**config.mk**
```make
export PLATFORM = sky130hd
export DESIGN_NAME = burst_addr_gen
export DESIGN_NICKNAME = d
export VERILOG_FILES = /design/src/rtl/burst_addr_gen.sv
export SDC_FILE = /design/constraint.sdc
export NUM_CORES = 1
export LEC_CHECK = 0
export BUFFER_PORTS_ARGS = -buffer_cell sky130_fd_sc_hd__buf_2
export CAP_MARGIN = 0
export CORE_MARGIN = 5
export CORE_UTILIZATION = 35
export CTS_CLUSTER_DIAMETER = 30
export DETAILED_ROUTE_END_ITERATION = 8
export PLACE_DENSITY = 0.68
export SKIP_CTS_REPAIR_TIMING = 1
export SLEW_MARGIN = 15
export SYNTH_ARGS = -nofsm -noshare
export SYNTH_HDL_FRONTEND = slang
export SYNTH_SLANG_ARGS = --single-unit
export TNS_END_PERCENT = 100
```
**constraint.sdc**
```tcl
create_clock -name clk_i -period 3 [get_ports clk_i]
set_input_delay 0.6 -clock clk_i [delete_from_list [all_inputs] [get_ports clk_i]]
set_output_delay 0.6 -clock clk_i [all_outputs]
set_load 0.1 [all_outputs]
```
**src/rtl/burst_addr_gen.sv**
```systemverilog
module burst_addr_gen #(
  parameter int ADDR_W = 18
) (
  input  logic              clk_i,
  input  logic              rst_i,
  input  logic              load_i,
  input  logic              adv_n_i,
  input  logic              ilv_mode_i,
  input  logic [ADDR_W-1:0] ext_addr_i,
  output logic [ADDR_W-1:0] word_addr_o
);
  logic [1:0] base_lo_q;
  logic [1:0] pos_q;
  logic [1:0] pos_nx;
  logic [1:0] lo_nx;
  logic       step;

  assign step   = !adv_n_i && !load_i;
  assign pos_nx = pos_q + 2'd1;
  assign lo_nx  = ilv_mode_i ? (base_lo_q ^ pos_nx) : (base_lo_q + pos_nx);

  always_ff @(posedge clk_i) begin
    if (rst_i) begin
      base_lo_q   <= '0;
      pos_q       <= '0;
      word_addr_o <= '0;
    end else if (load_i) begin
      base_lo_q   <= ext_addr_i[1:0];
      pos_q       <= '0;
      word_addr_o <= ext_addr_i;
    end else if (step) begin
      pos_q       <= pos_nx;
      word_addr_o <= {word_addr_o[ADDR_W-1:2], lo_nx};
    end
  end
endmodule


```
==> impl_metrics.yaml, run 1 <==
floorplanning:
  die_h_um: 59.85
  start_util_pct: 35.75
  dieArea_um2: 3581
  io_pins: 41
  num_rows: 18
  die_x_um: 59.85
  core_area_um2: 2432
grt:
  grt_max_degree: 26
  antenna_found_initial: 0
  grt_overflow_total: 0
  first_global_vias: 661
  grt_pass1_wl_um: 2829
  grt_usage_pct: 10.26
setup_path:
  critPathRequiredTime_ns: 2.40
  max_stage_delay_ns: 0.43
  crit_type: "register to output port"
  cp_num_buf_inv: 1
  arrival_ns: 1.08
  critPathLaunchType: "register"
  path_cells: "buf_2"
  cp-end-kind: "output port"
  cpMaxStageDelayCell: "buf_2"
  crit_family: "buffers and inverters"
  crit_fanout: 2
clock_tree:
  cts.sinks: 22
  cts-htree-levels: 1
  clk_pin_slew_worst_paths_ns: 0.11
  cts_tree: "built"
  cts_made_buffers: 3
  clkLatencyLatePin_ns: 0.29
  ctsRootBufferMaster: "clkbuf_4"
  clk_path_buf_depth: 2
drt:
  dr.pass1.iters: 4
  ant_nets: 0
  drtIter0Drc: 6
  vias: 665
  drt-wirelength-per-cell_um: 11.22
  routed_wl_um: 1672
  drcViolationCount: 0
  viasPerCell: 4.463
power:
  swShare_pct: 36.20
  powerDensity_nw_per_um2: 566.5
  seq_power_share_pct: 50.8
  p_clk_share_pct: 19.8
  internal_power_mw: 0.3984
  leakage_nw: 0.5738
  peakVddDrop_mv: 0.3300
  finalPower_mw: 0.6244
  power_frac_comb_pct: 29.4
  switchingPower_mw: 0.2260
yosys:
  yosysUniqueCellTypes: 23
  yosysSeqAreaShare_pct: 50.65
  post-synth-top-area-cell: "dfxtp_1"
  yosys.area.top_type_share_pct: 50.65
  synth_area_per_cell_um2: 10.74
  synthAdderAreaFrac_pct: 1.439
  syn_nets: 105
  synthTopCellsByArea: "dfxtp_1, mux2i_1, nor2_1, xnor3_1, o41ai_2"
  syn_area_um2: 869.6
  synth_common_cells: "dfxtp_1, mux2i_1, nor2_1"
  synth_top_family_by_area: "multiplexers"
  ys.flop_type: "dfxtp_1"
  syn_inst: 81
  synthArstFlopShare_pct: 0
  post-synth-top-count-cell: "dfxtp_1"
  synth.yosys.warnings: 0
  synth_edf_count: 0
  ys_ff_latch: 22
  synth_compound_area_share_pct: 4.029
  muxShareOfSynthArea_pct: 20.72
  synth_xor_xnor_area_share_pct: 4.604
  synthSimpleGateAreaFrac_pct: 14.53
job:
  cap_violations: 0
layout:
  stdcell_area_um2: 1102
  fillCellCount: 251
  area_delta_synth_final_pct: 26.76
  fin_nets: 145
  multi_input_area_um2: 394.1
  drive_above_1_share_pct: 37.82
  diodes: 0
  seq_area_um2: 440.4
timing:
  hold_violations: 0
  worstMarginPinSlew_ns: 0.5911
  slew_violations: 0
  tns_ns: 0
  fmax_mhz: 595.9
  finalCriticalPeriod_ns: 1.678
  fin_crit_sh_pct: 55.94
  whs_ns: 0.4867
  maxSlewHeadroom_pct: 60.59
  finalSetupViolations: 0
  rsz0062_at_grt: "no"
  fin_skew_ns: 0.002129
placement:
  hpwl_um: 1293
  globalplace.congestion: 0.6339
  portBuffers: 40
  postPlaceCellArea_um2: 1080
hold_path:
  hp-class: "register to register"
status:
  status: "completed"
[power groups by stage]
| stage | logic (mW) | clock network, mW | registers [mW] |
|---|---|---|---|
| 2_1_floorplan | 0.0439 | 0 | 0.430 |
| 3_3_place_gp | 0.184 | 0 | 0.324 |
| 3_5_place_dp | 0.185 | 0 | 0.324 |
| 4_1_cts | 0.186 | 0.133 | 0.318 |
| 5_1_grt | 0.193 | 0.148 | 0.320 |
| 6_report | 0.184 | 0.123 | 0.317 |
[worst reg2reg max path: stages, from the launching register on]
cell     delay (ns)
dfxtp_1        0.39
inv_1          0.06
ha_1           0.17
nor2b_4        0.12
xnor3_1        0.33
o41ai_2        0.18
[sequential cells by signal, indices dropped and copies added, names as in the netlist]
| register | flops |
|---|---|
| pos_q | 2 |
| word_addr_o | 18 |
| base_lo_q | 2 |
[layout by cell type, fill, tap and decap left out, types with 2 or more instances in the layout]
cell,synthesis,final
clkbuf_4,0,3
nor2_1,18,18
mux2i_1,18,18
inv_1,2,2
dfxtp_1,22,22
buf_2,1,40
[cell families (layout without fill, tap and decap cells)]
group | Yosys count | in the layout
xor gates and xnor gates | 3 | 3
DFF | 22 | 22
muxes | 18 | 18
buffers and inverters | 7 | 45
and+or+nand+nor | 26 | 26
AOI/OAI and AO/OA | 4 | 4
adders and majority gates | 1 | 1
[stage by stage]
step	setup WS (ns)	util [%]	instances
finish	1.322	45.32	149
global route	1.251	45.32	149
CTS	1.301	45.32	149
detailed placement	1.345	44.39	146
global placement	1.365	44.39	146
floorplan	1.476	-	81
[routing by layer]
| metal | wire [µm] | global-route usage [%] | up-vias | part of all wire, % |
|---|---|---|---|---|
| met5 | 0 | 0 | - | 0 |
| met4 | 25 | 5.696 | 0 | 1.5 |
| met3 | 81 | 2.376 | 2 | 4.8 |
| met2 | 819 | 16.20 | 15 | 49 |
| met1 | 746 | 12.73 | 300 | 45 |
| li1 | - | - | 348 | - |
[final timing paths]
path                    endpoint  cells past startpoint  slack (ns)      startpoint
setup / recovery  word_addr_o[4]                      1        1.32  word_addr_o[4]
hold / removal      base_lo_q[0]                      2        0.49    base_lo_q[0]
setup reg to reg  word_addr_o[1]                      5        1.65        pos_q[0]
hold reg to reg     base_lo_q[0]                      2        0.49    base_lo_q[0]
[cell type report]
class | instances | area share [%]
inverter | 2 | 0.6810
sequential | 22 | 39.95
tap | 30 | 3.405
clock buffer | 3 | 2.043
multi-input combinational | 52 | 35.75
timing repair buffer | 40 | 18.16
No activity file was read; power rests on OpenSTA's default activity.
==> inputs of run 2 (changes only) <==
--- a/config.mk
+++ b/config.mk
@@ -11,7 +11,7 @@
 export CORE_UTILIZATION = 35
 export CTS_CLUSTER_DIAMETER = 30
 export DETAILED_ROUTE_END_ITERATION = 8
-export PLACE_DENSITY = 0.68
+export PLACE_DENSITY = 0.7
 export SKIP_CTS_REPAIR_TIMING = 1
 export SLEW_MARGIN = 15
 export SYNTH_ARGS = -nofsm -noshare
==> constraint.sdc (replaced) <==
create_clock -name clk_i -period 1.4 [get_ports clk_i]
set_input_delay 0.28 -clock clk_i [delete_from_list [all_inputs] [get_ports clk_i]]
set_output_delay 0.28 -clock clk_i [all_outputs]
set_load 0.1 [all_outputs]
==> impl_metrics.yaml, run 2 (same netlist as run 1, synthesis figures left out) <==
status:
  status: "completed"
floorplanning:
  die_h_um: 59.85
  core_area_um2: 2432
  start_util_pct: 35.75
  die_x_um: 59.85
  dieArea_um2: 3581
  num_rows: 18
  io_pins: 41
setup_path:
  critPathRequiredTime_ns: 1.12
  cp_num_buf_inv: 1
  reg2regPathDepth: 5
  cpMaxStageDelayCell: "buf_2"
  crit_type: "register to output port"
  crit_fanout: 2
  path_cells: "buf_2"
  critPathLaunchType: "register"
  cp-end-kind: "output port"
  path_depth: 1
  max_stage_delay_ns: 0.43
  arrival_ns: 1.08
  crit_family: "buffers and inverters"
drt:
  routed_wl_um: 1875
  ant_nets: 0
  vias: 688
  drtIter0Drc: 6
  drcViolationCount: 0
  viasPerCell: 4.497
  drt-wirelength-per-cell_um: 12.25
  dr.pass1.iters: 3
clock_tree:
  cts-htree-levels: 1
  clk_pin_slew_worst_paths_ns: 0.11
  clkLatencyLatePin_ns: 0.29
  ctsRootBufferMaster: "clkbuf_4"
  cts_made_buffers: 3
  clk_path_buf_depth: 2
  cts_tree: "built"
  cts.sinks: 22
grt:
  antenna_found_initial: 0
  grt_overflow_total: 0
  grt_max_degree: 19
  grt_usage_pct: 11.54
  grt_pass1_wl_um: 3160
  first_global_vias: 747
layout:
  multi_input_area_um2: 394.1
  area_delta_synth_final_pct: 35.97
  diodes: 0
  largest_reg_flops: 18
  stdcell_area_um2: 1182
  layout_commonest_cell: "buf_2"
  fillCellCount: 245
  top_regs: "word_addr_o (18), base_lo_q (2), pos_q (2)"
  final_cell_mix: "buf_2, dfxtp_1, mux2i_1, nor2_1, clkbuf_4"
  drive_above_1_share_pct: 42.28
  fin_nets: 148
  seq_area_um2: 444.2
  regMostFlops: "word_addr_o"
job:
  cap_violations: 0
placement:
  portBuffers: 40
  postPlaceCellArea_um2: 1117
  globalplace.congestion: 0.7531
  hpwl_um: 1525
timing:
  hold_violations: 0
  fmax_mhz: 737.3
  tns_ns: 0
  finalCriticalPeriod_ns: 1.356
  maxSlewHeadroom_pct: 67.73
  rsz0062_at_grt: "no"
  slew_violations: 0
  worstMarginPinSlew_ns: 0.4873
  fin_skew_ns: 0.002061
  fin_crit_sh_pct: 96.88
  finalSetupViolations: 0
power:
  finalPower_mw: 1.430
  peakVddDrop_mv: 0.7501
  powerDensity_nw_per_um2: 1209
  leakage_nw: 0.5982
hold_path:
  hp-class: "input pin to register"
  hold_path_depth: 3
run 2: cell types whose count changed in the layout (fill, tap and decap cells not counted), sizes merged:
cell and change:
buf -8, clkbuf +12
run 2: power by group:
| part | internal (mW) | total, mW | switching (mW) | leakage [nW] |
|---|---|---|---|---|
| Sequential | 0.664 | 0.682 | 0.0184 | 0.183 |
| Combinational | 0.109 | 0.415 | 0.306 | 0.395 |
| Clock | 0.158 | 0.333 | 0.175 | 0.0210 |
| Total | 0.931 | 1.43 | 0.499 | 0.598 |
run 2: final cells by class:
| type | instances | area share, % |
|---|---|---|
| clock buffer | 4 | 3.069 |
| inverter | 2 | 0.6349 |
| multi-input combinational | 52 | 33.33 |
| sequential | 22 | 37.57 |
| tap | 30 | 3.175 |
| timing repair buffer | 43 | 22.22 |
run 2: worst paths after layout:
kind | startpoint | to | slack, ns
setup / recovery | word_addr_o[16] | word_addr_o[16] | 0.04
hold / removal | ext_addr_i[2] | word_addr_o[2] | 0.21
setup reg to reg | pos_q[0] | word_addr_o[1] | 0.08
hold reg to reg | base_lo_q[0] | base_lo_q[0] | 0.50
run 2: stage by stage:
step                      utilization [%]  cells  hold slack (ns)  worst slack [ns]
after global routing                48.61    153           0.2065          0.002196
final                               48.61    153           0.2098           0.04363
after CTS                           47.43    153           0.1952           0.01536
after global placement              45.94    149           0.4684            0.1048
after detailed placement            45.94    149           0.4793           0.06056
after floorplan                         -     81           0.3575            0.1335
run 2: per-layer routing:
metal  vias up  wire (µm)  track usage (%)  share of wire [%]
met5         -          0                0                  0
met4         0         17            4.747               0.91
met3         2         76            2.376                4.1
met2        17       1016            20.83                 54
met1       316        764            12.98                 41
li1        353          -                -                  -
==> inputs of run 3 (changes only) <==
--- a/config.mk
+++ b/config.mk
@@ -11,7 +11,7 @@
 export CORE_UTILIZATION = 35
 export CTS_CLUSTER_DIAMETER = 30
 export DETAILED_ROUTE_END_ITERATION = 8
-export PLACE_DENSITY = 0.7
+export PLACE_DENSITY = 0.68
 export SKIP_CTS_REPAIR_TIMING = 1
 export SLEW_MARGIN = 15
 export SYNTH_ARGS = -nofsm -noshare
==> constraint.sdc (replaced) <==
create_clock -name clk_i -period 1.5 [get_ports clk_i]
set_input_delay 0.3 -clock clk_i [delete_from_list [all_inputs] [get_ports clk_i]]
set_output_delay 0.3 -clock clk_i [all_outputs]
set_load 0.1 [all_outputs]
==> impl_metrics.yaml, run 3 (same netlist as run 1, synthesis figures left out) <==
status:
  status: "completed"
hold_path:
  whs_endpoint: "word_addr_o[14]"
  hold_path_depth: 3
  worstHoldStart: "ext_addr_i[14]"
  hp-class: "input pin to register"
setup_path:
  r2r-start: "pos_q[0]"
  path_cells: "buf_2"
  cp_num_buf_inv: 1
  critPathRequiredTime_ns: 1.20
  max_stage_delay_ns: 0.43
  crit_type: "register to output port"
  crit_family: "buffers and inverters"
  reg2regPathDepth: 5
  arrival_ns: 1.08
  rrSetupSlack_ns: 0.14
  cpMaxStageDelayCell: "buf_2"
  worst_r2r_endpoint: "word_addr_o[1]"
  cp-end-kind: "output port"
  critPathLaunchType: "register"
  crit_fanout: 2
layout:
  final_util_pct: 46.45
  area_delta_synth_final_pct: 29.93
  diodes: 0
  layout_commonest_cell: "buf_2"
  layoutNonFillerInstCount: 151
  top_regs: "word_addr_o (18), base_lo_q (2), pos_q (2)"
  drive_above_1_share_pct: 38.84
  fillCellCount: 259
  largest_reg_flops: 18
  regMostFlops: "word_addr_o"
  final_cell_mix: "buf_2, dfxtp_1, mux2i_1, nor2_1, clkbuf_4"
  fin_nets: 147
power:
  leakage_nw: 0.5880
  powerDensity_nw_per_um2: 1111
  peakVddDrop_mv: 0.5775
drt:
  dr.pass1.iters: 2
  ant_nets: 0
  drtIter0Drc: 7
  routed_wl_um: 1861
  viasPerCell: 4.669
  drt-wirelength-per-cell_um: 12.32
  vias: 705
  drcViolationCount: 0
timing:
  fin_skew_ns: 0.0002841
  tns_ns: 0
  rsz0062_at_grt: "no"
  fmax_mhz: 725.9
  slew_violations: 0
  hold_violations: 0
  maxSlewHeadroom_pct: 67.70
  worstMarginPinSlew_ns: 0.4879
  finalCriticalPeriod_ns: 1.378
  finalSetupViolations: 0
  fin_crit_sh_pct: 91.84
clock_tree:
  clk_path_buf_depth: 2
  ctsRootBufferMaster: "clkbuf_4"
  cts.sinks: 22
  clk_pin_slew_worst_paths_ns: 0.10
  cts_made_buffers: 3
  cts_tree: "built"
  cts-htree-levels: 1
  clkLatencyLatePin_ns: 0.28
floorplanning:
  die_h_um: 59.85
  num_rows: 18
  core_area_um2: 2432
  start_util_pct: 35.75
  io_pins: 41
  die_x_um: 59.85
  dieArea_um2: 3581
grt:
  grt.busiest_layer: "met2"
  grtUsageMet2_pct: 20.83
  grt_max_degree: 15
  grt_usage_pct: 11.28
  grt_overflow_total: 0
  met3_usage_pct: 2.160
  antenna_found_initial: 0
  grt_pass1_wl_um: 3070
  use_met1_pct: 11.96
  first_global_vias: 733
placement:
  portBuffers: 40
  hpwl_um: 1516
  globalplace.congestion: 0.7181
  dp.cells: 148
job:
  cap_violations: 0
[run 3: final cells by class]
class	count	area [µm²]	area share (%)
clock buffers	3	22.52	1.993
inverters	2	7.507	0.6645
multi-input cells	52	394.1	34.88
flip-flops and latches	22	440.4	38.98
well taps	30	37.54	3.322
repair buffers	42	227.7	20.16
[run 3: stage by stage]
step	power [mW]	hold WS (ns)	worst slack (ns)	cell area, µm²
final	1.255	0.2432	0.1224	1130
after global routing	1.334	0.2164	0.03740	1130
after detailed placement	1.031	0.4780	0.1522	1107
after CTS	1.279	0.2333	0.1031	1130
after global placement	1.023	0.4686	0.2063	1107
after floorplan	0.9483	0.3775	0.08575	869.6
[run 3: worst max path at each step]
stage / to / slack (ns) / startpoint / cells past startpoint
CTS: word_addr_o[0] / 0.10 / word_addr_o[0] / 1
detailed placement: word_addr_o[1] / 0.15 / pos_q[0] / 5
finish: word_addr_o[4] / 0.12 / word_addr_o[4] / 1
global placement: word_addr_o[1] / 0.21 / pos_q[0] / 5
global route: word_addr_o[7] / 0.04 / word_addr_o[7] / 1
floorplan: word_addr_o[1] / 0.09 / word_addr_o[1] / 3
[run 3: routing by layer]
metal,vias up,part of all wire (%)
met4,0,1.3
met3,2,5.1
li1,354,-
met5,-,0
met1,334,40
met2,15,54
[run 3: where the power goes]
| group | internal [mW] | switching (mW) | total (mW) |
|---|---|---|---|
| clock | 0.0931 | 0.149 | 0.242 |
| combinational | 0.0917 | 0.286 | 0.378 |
| sequential | 0.618 | 0.0177 | 0.636 |
| total | 0.803 | 0.452 | 1.26 |
